==> config.mk <==
export PLATFORM = sky130hd
export DESIGN_NAME = serial_tx_unit
export DESIGN_NICKNAME = d
export VERILOG_FILES = /design/src/rtl/serial_tx_unit.sv
export SDC_FILE = /design/constraint.sdc
export NUM_CORES = 1
export LEC_CHECK = 0
export BUFFER_PORTS_ARGS = -buffer_cell sky130_fd_sc_hd__buf_2
export CAP_MARGIN = 0
export CORE_UTILIZATION = 30
export DETAILED_ROUTE_END_ITERATION = 8
export GPL_ROUTABILITY_DRIVEN = 0
export GPL_TIMING_DRIVEN = 1
export PLACE_DENSITY = 0.48
export SETUP_SLACK_MARGIN = 0.5
export SYNTH_ARGS = -nofsm -noshare
export SYNTH_HDL_FRONTEND = slang
export SYNTH_SLANG_ARGS = --single-unit
==> constraint.sdc <==
create_clock -name clk -period 4.9 [get_ports clk]
set_clock_uncertainty 0.15 [all_clocks]
set_input_delay 0.245 -clock clk [delete_from_list [all_inputs] [get_ports clk]]
set_output_delay 0.245 -clock clk [all_outputs]
set_load 0.005 [all_outputs]
==> src/rtl/serial_tx_unit.sv <==
module serial_tx_unit #(
  parameter int DATA_W        = 8,
  parameter int TICKS_PER_BIT = 16
) (
  input  logic              clk,
  input  logic              rst_n,
  input  logic              baud_tick,
  input  logic              data_we,
  input  logic [DATA_W-1:0] data_wval,
  input  logic              ctl_we,
  input  logic [7:0]        ctl_wval,
  input  logic              txe_irq_en,
  output logic [7:0]        ctl_rdata,
  output logic              txd,
  output logic              irq
);
  localparam int FW = DATA_W + 2;
  localparam int TW = (TICKS_PER_BIT > 1) ? $clog2(TICKS_PER_BIT) : 1;
  localparam int BW = $clog2(FW + 1);

  logic              late_q, brk_q, ovw_q;
  logic [DATA_W-1:0] hold_q;
  logic              hold_full, busy;
  logic [FW-1:0]     shreg;
  logic [TW-1:0]     tcnt;
  logic [BW-1:0]     bcnt;

  wire load    = !busy && hold_full && !brk_q;
  wire bit_end = busy && baud_tick && (tcnt == TW'(TICKS_PER_BIT - 1));
  wire done    = bit_end && (bcnt == BW'(FW - 1));
  wire wr_ok   = data_we && !hold_full;

  always_ff @(posedge clk or negedge rst_n) begin
    if (!rst_n) begin
      late_q <= 1'b0;
      brk_q  <= 1'b0;
      ovw_q  <= 1'b0;
    end else begin
      if (ctl_we) begin
        late_q <= ctl_wval[0];
        brk_q  <= ctl_wval[3];
      end
      if (data_we && hold_full) ovw_q <= 1'b1;
      else if (ctl_we && ctl_wval[4]) ovw_q <= 1'b0;
    end
  end

  always_ff @(posedge clk or negedge rst_n) begin
    if (!rst_n) begin
      hold_q    <= '0;
      hold_full <= 1'b0;
    end else if (wr_ok) begin
      hold_q    <= data_wval;
      hold_full <= 1'b1;
    end else if (load) begin
      hold_full <= 1'b0;
    end
  end

  always_ff @(posedge clk or negedge rst_n) begin
    if (!rst_n) begin
      busy  <= 1'b0;
      shreg <= '1;
      tcnt  <= '0;
      bcnt  <= '0;
    end else if (load) begin
      busy  <= 1'b1;
      shreg <= {1'b1, hold_q, 1'b0};
      tcnt  <= '0;
      bcnt  <= '0;
    end else if (busy && baud_tick) begin
      if (bit_end) begin
        tcnt  <= '0;
        shreg <= {1'b1, shreg[FW-1:1]};
        bcnt  <= bcnt + 1'b1;
        if (done) busy <= 1'b0;
      end else begin
        tcnt <= tcnt + 1'b1;
      end
    end
  end

  always_ff @(posedge clk or negedge rst_n) begin
    if (!rst_n) irq <= 1'b0;
    else        irq <= txe_irq_en && ((load && !late_q) || (done && !hold_full && late_q));
  end

  assign txd       = !brk_q && (busy ? shreg[0] : 1'b1);
  assign ctl_rdata = {3'b000, ovw_q, brk_q, !hold_full, !busy && !hold_full && !brk_q, late_q};

  AST_EARLY_ON_TRANSFER: assert property (@(posedge clk) disable iff (!rst_n)
    (irq && !$past(late_q)) |-> $fell(hold_full));
  AST_LATE_AFTER_STOP: assert property (@(posedge clk) disable iff (!rst_n)
    (irq && $past(late_q)) |-> (!busy && $past(busy)));
  AST_BREAK_BLOCKS_START: assert property (@(posedge clk) disable iff (!rst_n)
    (brk_q && !busy) |=> !busy);
  AST_IRQ_NEEDS_ENABLE: assert property (@(posedge clk) disable iff (!rst_n)
    irq |-> $past(txe_irq_en));
  AST_OVERWRITE_STICKY: assert property (@(posedge clk) disable iff (!rst_n)
    ($past(ovw_q) && !$past(ctl_we && ctl_wval[4])) |-> ovw_q);
endmodule

Word-level counts from Yosys, hierarchy flattened
Cells that the tools add are included.

word-level totals
  register bits = 32
  input bits = 22
  output and inout port bits = 10
  logic and storage cells = 59

operators by class
  add/sub/neg operators = 2
  equal/unequal tests = 2
  mux-type cells = 18
  reductions and logical operators = 27

operators by type and width
  operator                                                        count
  10-bit two-way mux                                              3
  4-bit two-way mux                                               6
  1-bit logical AND                                               15
  2-bit nonzero test                                              5
  1-bit two-way mux                                               9
  4-bit by 1-bit adder with 4-bit output (second input constant)  2
  4-bit == test (second input constant)                           2
  1-bit logical NOT                                               4
  3-bit AND reduction                                             1
  2-bit AND reduction                                             1
  1-bit logical OR                                                1

Depth between registers and ports, before layout
Gate-level depths: netlist of run 1.

  depth after elaboration = 7
  depth in mapped cells = 5
  depth with buffers taken out = 4

Worst setup path after synthesis of run 1
OpenSTA, ideal clock, no wires.

  path type = reg2reg
  from = register busy
  to = register shreg[2]
  library setup time = 0.083 ns
  arrival = 1.426 ns
  required time = 4.667 ns
  path slack = 3.241 ns
  cell stages (with the launch flop) = 6
  buffers on the path = 2
  clock period less this slack = 1.659 ns
  path through = dfrtp_1 buf_6 or3b_1 buf_6 and2_4 a221o_1

on the way
  longest elaborated chain between the ends = 5
  elaborated cells between the ends (all ways) = 9
  classes of those cells = mux: 1; reduce/logical: 8

RTL lines
  item                                  line  source
  from (decl)                           23    logic hold_full, busy;
  from (signal assigned)                62    busy <= 1'b0;
  from (signal assigned)                67    busy <= 1'b1;
  from (signal assigned)                76    if (done) busy <= 1'b0;
  1-bit logical NOT                     28    wire load = !busy && hold_full && !brk_q;
  1-bit logical AND (2 in a row)        28
  2-bit nonzero test (no source line)   n/a
  2-bit AND reduction (no source line)  n/a
  to (signal assigned)                  68    shreg <= {1'b1, hold_q, 1'b0};
  to (signal assigned)                  74    shreg <= {1'b1, shreg[FW-1:1]};
  to (decl)                             24    logic [FW-1:0] shreg;

Parallel ways exist; a longest one is shown, timed or not.
A chain may end at the register's enable or synchronous reset.

Worst setup path after layout of run 1
  from = register busy
  to = register shreg[3]

The elaborated chain is that of the path after synthesis.

==> reports/metrics.cfg, run 1 <==
[outcome]
outcome=finished, final reports clean

[synth]
synth_edf_count=0
post-synth-top-count-cell=dfrtp_1
netlist_area_sq_um=1500
synth-seq-cells=31
syn_avg_cell_area_sq_um=10.9
yosys.area.top_type=dfrtp_1
synth_top_area_frac=0.368
netlist_top_cells_count=dfrtp_1 (22), nand2_1 (14), nand3_1 (11)
synthArstFlopShare=1.00
yosysSeqAreaShare=0.525
synthTopCellsByArea=dfrtp_1 (37%), dfstp_2 (16%), mux2_2 (7.5%), nand3_1 (3.7%), nand2_1 (3.5%)
netlist_instances=138
synth_ff_type=dfrtp_1
synth_cell_types=39
ys_warn_count=0

[sta]
fmax_mhz=526
finalSetupTns_ps=0
finalHoldViolCount=0
drv_slew=0
rsz0062_at_grt=no
worstMarginPinSlew_ps=1090
period_share=0.388
final.min_clock_period_ps=1900
setup_viol=0
max_slew_margin=0.268

[power]
cellPowerDensity_nw_per_um2=486
ir_drop_v=0.000195
p_leak_nw=0.747

[floorplanning]
start_util=0.315
rows=25
die_area_sq_um=5280
die_x_um=72.7
io_pins=32
fp.dieH_um=72.7
core_area_sq_um=4750

[global_route]
track_usage=0.129
grt-busiest-layer=met2
antenna_found_initial=0
grt_util_met2=0.213
grt_first_pass_wirelength_um=5090
grt_pass1_vias=1104
overflow=0
grtUsageMet1=0.155
grt_max_degree=32
grtUsageMet3=0.0414

[finish]
area_growth_pct=13.9
diodes=0
final_cells=226
drive_above_1_share=0.327
fin_nets=184
final_core_util=0.359

[worst_setup_path]
startpoint_type=flop
cp-end-kind=flop
worstPathMaxFanout=18
crit_arrival_ps=1960
critical_path_class=reg -> reg
worstPathRequired_ps=4960
rrSetupSlack_ps=3000

[routing]
routed_wl_um=2970
vias=1069
avgViaCountPerCell=4.73
detail-route-antenna-nets=0
wl_per_cell_um=13.1
drt_iter0_drc=47
remaining_drc_errors=0
drt_pass1_iterations=4

[clock_tree]
clk_path_buf_depth=2
post-cts-setup-buffers=0
clock_sinks=31
numCtsBuffers=5
postCtsResizedCells=0
htreeDepth=2
clkTransAtPathRegs_ps=70
cts_tree=done
clock_latency_ps=280
clock-root-buffer=clkbuf_8

[job]
max_cap_viol_count=0

[place]
dp_hpwl_um=2050
io_buffer_count=23
dp.cells=218

[min_path]
hold_path.class=in -> reg

flip-flops by register name, indices dropped and copies added (netlist names):
name / count
shreg: 9
hold_q: 8
bcnt: 4
tcnt: 4
brk_q: 1
busy: 1
hold_full: 1
irq: 1
late_q: 1
ovw_q: 1
critical path, cell delays in order, from the launching register on:
cell	delay (ps)
dfrtp_1	480
nor3b_2	910
a221o_1	290
area by class of cell:
| cell class | instances | area, sq um |
|---|---|---|
| Fill cell | 504 | 3050 |
| Sequential cell | 31 | 787 |
| Timing Repair Buffer | 24 | 125 |
| Clock buffer | 7 | 76.3 |
| Tap cell | 67 | 83.8 |
| Inverter | 4 | 15.0 |
| Multi-Input combinational cell | 93 | 618 |
kinds of logic after synthesis:
logic type,after synthesis,share of synthesized area
simple gates,50,0.179
flops,31,0.525
compound gates,25,0.114
buf+inv,16,0.0668
mux,11,0.0819
fa+ha+maj,3,0.0251
other cells,1,0.00250
xor+xnor,1,0.00585
metrics by stage:
| step | hold WS (ps) | area, sq um | worst slack, ps | power [mW] |
|---|---|---|---|---|
| after detailed placement | 184 | 1620 | 2990 | 0.652 |
| after floorplan | -201 | 1510 | 3240 | 0.596 |
| after global routing | 32.2 | 1710 | 2770 | 0.893 |
| final | 41.1 | 1710 | 3000 | 0.829 |
| after global placement | 168 | 1620 | 2950 | 0.636 |
| after CTS | 35.5 | 1710 | 2960 | 0.843 |
timing repair:
action / 4_1_cts / 5_1_grt
endpoints found under the setup margin: 0 / 0
hold buffers: 1 / 0
hold endpoints to repair: 22 / 0
path summary, 6_finish.rpt:
check	start	end	cells past startpoint
worst max-delay path	busy$_DFFE_PN0P_	shreg[3]$_DFFE_PN1P_	2
worst min-delay path	ctl_wval[0]	late_q$_DFFE_PN0P_	2
worst max register to register	busy$_DFFE_PN0P_	shreg[3]$_DFFE_PN1P_	2
worst min register to register	ovw_q$_DFFE_PN0P_	ovw_q$_DFFE_PN0P_	1
max in group asynchronous	rst_n	hold_q[0]$_DFFE_PN0P_	2
min in group asynchronous	rst_n	tcnt[2]$_DFFE_PN0P_	2
where the power goes:
part / internal [mW] / switching [mW]
Combinational: 0.109 / 0.0948
Sequential: 0.373 / 0.0674
Clock: 0.0976 / 0.0878
layout by cell type, fill, tap and decap left out, drive strengths merged, types with 4 or more instances in the layout:
cell type and count:
nand3 11, a21oi 7, o211ai 4, inv 4, dfrtp 22, dfstp 9, mux2 10, buf 23
o21ai 5, nor2 6, nand2 14, clkbuf 7
layer usage:
layer  up-vias  routed length, um  share of wire
li1        522                  -              -
met1       522               1360           0.46
met2        19               1430           0.48
met3         6                118          0.040
met4         0                 52          0.018
met5         -                  0              0
No activity file was read; power rests on OpenSTA's default activity.
==> inputs of run 2 (changes only) <==
ABC_AREA = 1   (was default)
PLACE_DENSITY = 0.5   (was 0.48)
clock period = 1.6 ns   (was 4.9 ns; I/O delays follow)
==> reports/metrics.cfg, run 2 <==
[outcome]
outcome=complete, but fails checks
violations=negative hold slack

[place]
place_area_sq_um=1750  ; +8.3%
dp_hpwl_um=2020  ; -1.6%
io_buffer_count=23  ; unchanged

[sta]
final.min_clock_period_ps=1390  ; -509 ps
finalHoldViolCount=22  ; +22
finalSetupTns_ps=0  ; unchanged
period_share=0.870  ; +0.482
fmax_mhz=718  ; +37%
drv_slew=0  ; unchanged
max_slew_margin=0.538  ; +0.271
worstMarginPinSlew_ps=692  ; -401 ps
rsz0062_at_grt=yes
timing.hold.ws_ps=-305  ; -346 ps
setup_viol=0  ; unchanged

[synth]
post-synth-top-count-cell=nand2_1
synth_ff_type=dfrtp_1
synth_cell_types=28  ; -28%
netlist_area_sq_um=1560  ; +4.2%
synth-seq-cells=31  ; unchanged
synthArstFlopShare=1.00  ; unchanged
yosys.area.top_type=dfrtp_1
synth_top_area_frac=0.353  ; -0.0147
ys_warn_count=0  ; unchanged
yosysSeqAreaShare=0.504  ; -0.0211
netlist_top_cells_count=nand2_1 (41), dfrtp_1 (22), nand3_1 (14)
synth_edf_count=0  ; unchanged
synthTopCellsByArea=dfrtp_1 (35%), dfstp_2 (15%), nand2_1 (9.9%), mux2_2 (5.1%), nand3_1 (4.5%)
syn_avg_cell_area_sq_um=9.81  ; -9.6%
netlist_instances=159  ; +15%

[finish]
drive_above_1_share=0.479  ; +0.152
fin_area_sq_um=2220  ; +30%
diodes=0  ; unchanged
mostFrequentLayoutCells=nand2_1 (38), buf_2 (23), dfrtp_1 (19)
top_regs=shreg (9), hold_q (8)
fin_nets=235  ; +28%
final_common_cell=nand2_1
fillers=457  ; -9.3%
area_growth_pct=42.0
largest_reg_flops=9  ; unchanged
final_core_util=0.457  ; +0.0983
largest-register=shreg

[worst_setup_path]
worstPathRequired_ps=1600  ; -3360 ps
path_cells=nor2_4, nand2_4, buf_8, nand3_1, o21ai_1
critical-path-top-delay-family=flip-flops
startpoint_type=flop
cp-end-kind=flop
rrSetupSlack_ps=210  ; -2790 ps
slowest_delay_ps=460  ; -450 ps
critical_path_class=reg -> reg
cp_slowest_cell=dfrtp_2
worstPathMaxFanout=12  ; -6
crit_buf_inv=1  ; +1
crit_arrival_ps=1390  ; -570 ps

[global_route]
antenna_found_initial=0  ; unchanged
grt_first_pass_wirelength_um=5280  ; +3.8%
track_usage=0.129  ; +0.000496
grt_pass1_vias=1216  ; +10%
overflow=0  ; unchanged
grt_max_degree=32  ; unchanged

[floorplanning]
die_x_um=74.1  ; +2.0%
fp.dieH_um=74.1  ; +2.0%
core_area_sq_um=4850  ; +2.0%
die_area_sq_um=5490  ; +4.1%
io_pins=32  ; unchanged
rows=25  ; unchanged
start_util=0.322  ; +0.00681

[power]
cellPowerDensity_nw_per_um2=1050  ; +120%
ir_drop_v=0.000422  ; +120%
p_leak_nw=1.09  ; +46%

[clock_tree]
clk_path_buf_depth=2  ; unchanged
cts_tree=done
cts_hold_buf=14  ; +13
htreeDepth=2  ; unchanged
clock_latency_ps=270  ; about the same
numCtsBuffers=5  ; unchanged
clkTransAtPathRegs_ps=60  ; about the same
clock_sinks=31  ; unchanged
clock-root-buffer=clkbuf_8

[routing]
detail-route-antenna-nets=0  ; unchanged
drt_pass1_iterations=4  ; unchanged
drt_iter0_drc=67  ; +43%
wl_per_cell_um=12.3  ; -6.1%
routed_wl_um=3430  ; +16%
remaining_drc_errors=0  ; unchanged
avgViaCountPerCell=4.46  ; -5.8%
vias=1239  ; +16%

[min_path]
hold_path.class=in -> async

[job]
max_cap_viol_count=0  ; unchanged

==> run 2: cell types whose count changed after synthesis, sizes merged, moves of 4 or more <==
cell,previous run,this run
a21oi,7,3
inv,4,13
nand2,14,49
nand3,11,21
o211ai,4,0
==> run 2: what timing repair did <==
action / in CTS / in global routing
pin swaps: 14 / 9
gates resized for setup: 20 / 15
buffers inserted: 6 / 5
gates cloned: 1 / 1
hold endpoints to repair: 34 / 22
setup endpoints to repair: 31 / 32
==> run 2: cells by family (layout without fill, tap and decap cells) <==
logic type / count (synthesis) / after routing / share of synthesized area
multiplexers: 8 / 8 / 0.0577
flip-flops: 31 / 31 / 0.504
AO/OA/AOI/OAI: 12 / 12 / 0.0425
adder cells (fa/ha/maj): 3 / 3 / 0.0241
AND/OR/NAND/NOR: 81 / 83 / 0.278
XOR/XNOR: 1 / 1 / 0.00561
other: 1 / 3 / 0.00240
buffers and inverters: 22 / 70 / 0.0850
==> run 2: per-stage QoR <==
step           power, mW  worst slack [ps]  std cells
5_1_grt             2.49               160        278
2_1_floorplan       1.49               244        161
4_1_cts             2.31               183        272
6_report            2.32               208        278
3_5_place_dp        1.59              48.0        243
3_3_place_gp        1.57               117        243
==> run 2: layout make-up <==
| class | count | area (sq um) | area share |
|---|---|---|---|
| inverter | 13 | 58.8 | 0.0265 |
| timing repair buffer | 49 | 380 | 0.172 |
| tap | 67 | 83.8 | 0.0378 |
| multi-input combinational | 110 | 821 | 0.370 |
| clock inverter | 1 | 5.00 | 0.00226 |
| sequential | 31 | 791 | 0.357 |
| clock buffer | 7 | 76.3 | 0.0344 |
==> run 2: per-layer routing <==
layer | global-route usage | part of all wire | vias to the layer above
met2 | 0.227 | 0.47 | 43
met5 | 0 | 0 | -
li1 | - | - | 609
met1 | 0.147 | 0.46 | 581
met3 | 0.0379 | 0.050 | 6
met4 | 0.0513 | 0.012 | 0
==> run 2: worst reg2reg max path: cells and delay by family (launching register included) <==
family / cells / cell delay, ps
DFF: 1 / 460
buffers and inverters: 1 / 180
AOI/OAI and AO/OA: 1 / 80
and+or+nand+nor: 3 / 410
==> run 2: where the power goes <==
part | internal (mW) | switching (mW) | leakage (nW)
sequential | 1.01 | 0.155 | 0.373
clock | 0.305 | 0.273 | 0.0422
combinational | 0.300 | 0.275 | 0.677
total | 1.62 | 0.703 | 1.09
==> run 2: final timing paths <==
path                                      start              endpoint  cells after the start
min                                       rst_n     ovw_q$_DFFE_PN0P_                      1
min reg2reg                shreg[1]$_DFFE_PN1P_  shreg[0]$_DFFE_PN1P_                      2
max                            busy$_DFFE_PN0P_   bcnt[3]$_DFFE_PN0P_                      5
max reg2reg                    busy$_DFFE_PN0P_   bcnt[3]$_DFFE_PN0P_                      5
max in group asynchronous                 rst_n      busy$_DFFE_PN0P_                      1
min in group clk                      baud_tick   tcnt[0]$_DFFE_PN0P_                      5
==> inputs of run 3 (changes only) <==
PLACE_DENSITY = default   (was 0.5)
==> reports/metrics.cfg, run 3 (synthesized netlist as in run 2, its figures left out) <==
[worst_setup_path]
path_cells=ha_4, nand3_4, nor2_8, nor2_4, nand2_2, nand3_2
worstPathMaxFanout=8  ; -4
crit_start=tcnt[0]$_DFFE_PN0P_
worstPathRequired_ps=1670  ; +70 ps
cp_slowest_cell=dfrtp_2
reg2reg_from=tcnt[0]$_DFFE_PN0P_
crit_buf_inv=0  ; -1
critical_path_class=reg -> reg
crit_arrival_ps=1430  ; +40 ps
rrSetupSlack_ps=240  ; +30 ps
cp-end-kind=flop
critical-path-top-delay-family=simple AND/OR/NAND/NOR gates
slowest_delay_ps=420  ; -40 ps
startpoint_type=flop

[floorplanning]
fp.dieH_um=74.1  ; unchanged
start_util=0.322  ; unchanged
io_pins=32  ; unchanged
die_area_sq_um=5490  ; unchanged
core_area_sq_um=4850  ; unchanged
rows=25  ; unchanged
die_x_um=74.1  ; unchanged

[global_route]
grt_max_degree=32  ; unchanged
track_usage=0.133  ; +0.00354
grt_first_pass_wirelength_um=5320  ; +0.78%
grt_pass1_vias=1171  ; -3.7%
overflow=0  ; unchanged
antenna_found_initial=0  ; unchanged

[finish]
largest-register=shreg
fin_nets=234  ; -0.43%
fillers=484  ; +5.9%
final_core_util=0.449  ; -0.00826
top_regs=shreg (9), hold_q (8)
seq_area_sq_um=791  ; unchanged
mostFrequentLayoutCells=nand2_1 (35), buf_2 (21), dfrtp_1 (19)
largest_reg_flops=9  ; unchanged
diodes=0  ; unchanged
drive_above_1_share=0.448  ; -0.0311
final_cells=277  ; -0.36%
area_growth_pct=39.5
final_common_cell=nand2_1
multi_input_area_sq_um=796  ; -3.0%

[outcome]
outcome=finished, final reports clean

[clock_tree]
clock-root-buffer=clkbuf_8
clock_latency_ps=280  ; about the same
clock_sinks=31  ; unchanged
htreeDepth=2  ; unchanged
cts_tree=done
clkTransAtPathRegs_ps=60  ; about the same
numCtsBuffers=5  ; unchanged
clk_path_buf_depth=2  ; unchanged

[place]
io_buffer_count=23  ; unchanged
dp_hpwl_um=1840  ; -8.5%
dp.cells=243  ; unchanged

[routing]
drt_pass1_iterations=4  ; unchanged
remaining_drc_errors=0  ; unchanged
detail-route-antenna-nets=0  ; unchanged
vias=1207  ; -2.6%
avgViaCountPerCell=4.36  ; -2.2%
wl_per_cell_um=11.5  ; -6.6%
drt_iter0_drc=50  ; -25%
routed_wl_um=3190  ; -6.9%

[power]
cellPowerDensity_nw_per_um2=1060  ; +1.5%
p_leak_nw=1.07  ; -1.7%
ir_drop_v=0.000528  ; +25%

[sta]
fmax_mhz=734  ; +2.2%
final.min_clock_period_ps=1360  ; -30.2 ps
setup_viol=0  ; unchanged
drv_slew=0  ; unchanged
period_share=0.851  ; -0.0188
rsz0062_at_grt=yes
finalSetupTns_ps=0  ; unchanged
finalHoldViolCount=0  ; -100%

[min_path]
hold_path.class=in -> reg
min_from=baud_tick

[job]
max_cap_viol_count=0  ; unchanged

-- run 3: changes by cell type in the layout (fill, tap and decap cells not counted), sizes merged --
cell / change
buf: -3
clkbuf: +1
nor2: +1
-- run 3: final timing paths --
path	cells after the start	endpoint
setup reg to reg	6	shreg[4]$_DFFE_PN1P_
hold / removal	5	tcnt[0]$_DFFE_PN0P_
setup / recovery	6	shreg[4]$_DFFE_PN1P_
hold reg to reg	2	shreg[0]$_DFFE_PN1P_
min in group asynchronous	2	bcnt[0]$_DFFE_PN0P_
max in group asynchronous	2	shreg[8]$_DFFE_PN1P_
-- run 3: repair_timing --
action,4_1_cts,5_1_grt
buffers inserted,8,1
hold buffers,14,0
resized for setup,13,15
setup endpoints to repair,31,54
endpoints found under the hold margin,34,0
pin swaps,7,12
cloned,3,0
-- run 3: final cells by class --
cell class	count	share of cell area
timing repair buffer	47	0.164
clock inverter	1	0.00230
sequential	31	0.363
multi-input combinational	111	0.366
inverter	13	0.0259
clock buffer	7	0.0397
tap	67	0.0385
-- run 3: per-stage QoR --
stage | setup slack (ps) | hold slack (ps) | cell area (sq um) | total power, mW
global placement | 109 | 26.0 | 1750 | 1.57
global route | 157 | 91.8 | 2180 | 2.46
detailed placement | 103 | 21.7 | 1750 | 1.58
CTS | 219 | 29.7 | 2130 | 2.31
finish | 238 | 72.9 | 2180 | 2.31
floorplan | 244 | -366 | 1630 | 1.49
-- run 3: worst min-delay path, delay by kind of cell --
kind | cells | cell delay [ps]
simple gates | 3 | 190
buf+inv | 2 | 200
-- run 3: layer usage --
layer  GRT usage  up-vias  wire length (um)
li1            -      611                 -
met1       0.165      566              1470
met2       0.207       23              1540
met3      0.0447        7               112
met4      0.0662        0                69
met5           0        -                 0
-- run 3: power breakdown --
part / internal, mW / switching [mW]
clock: 0.346 / 0.278
combinational: 0.258 / 0.271
sequential: 1.01 / 0.146
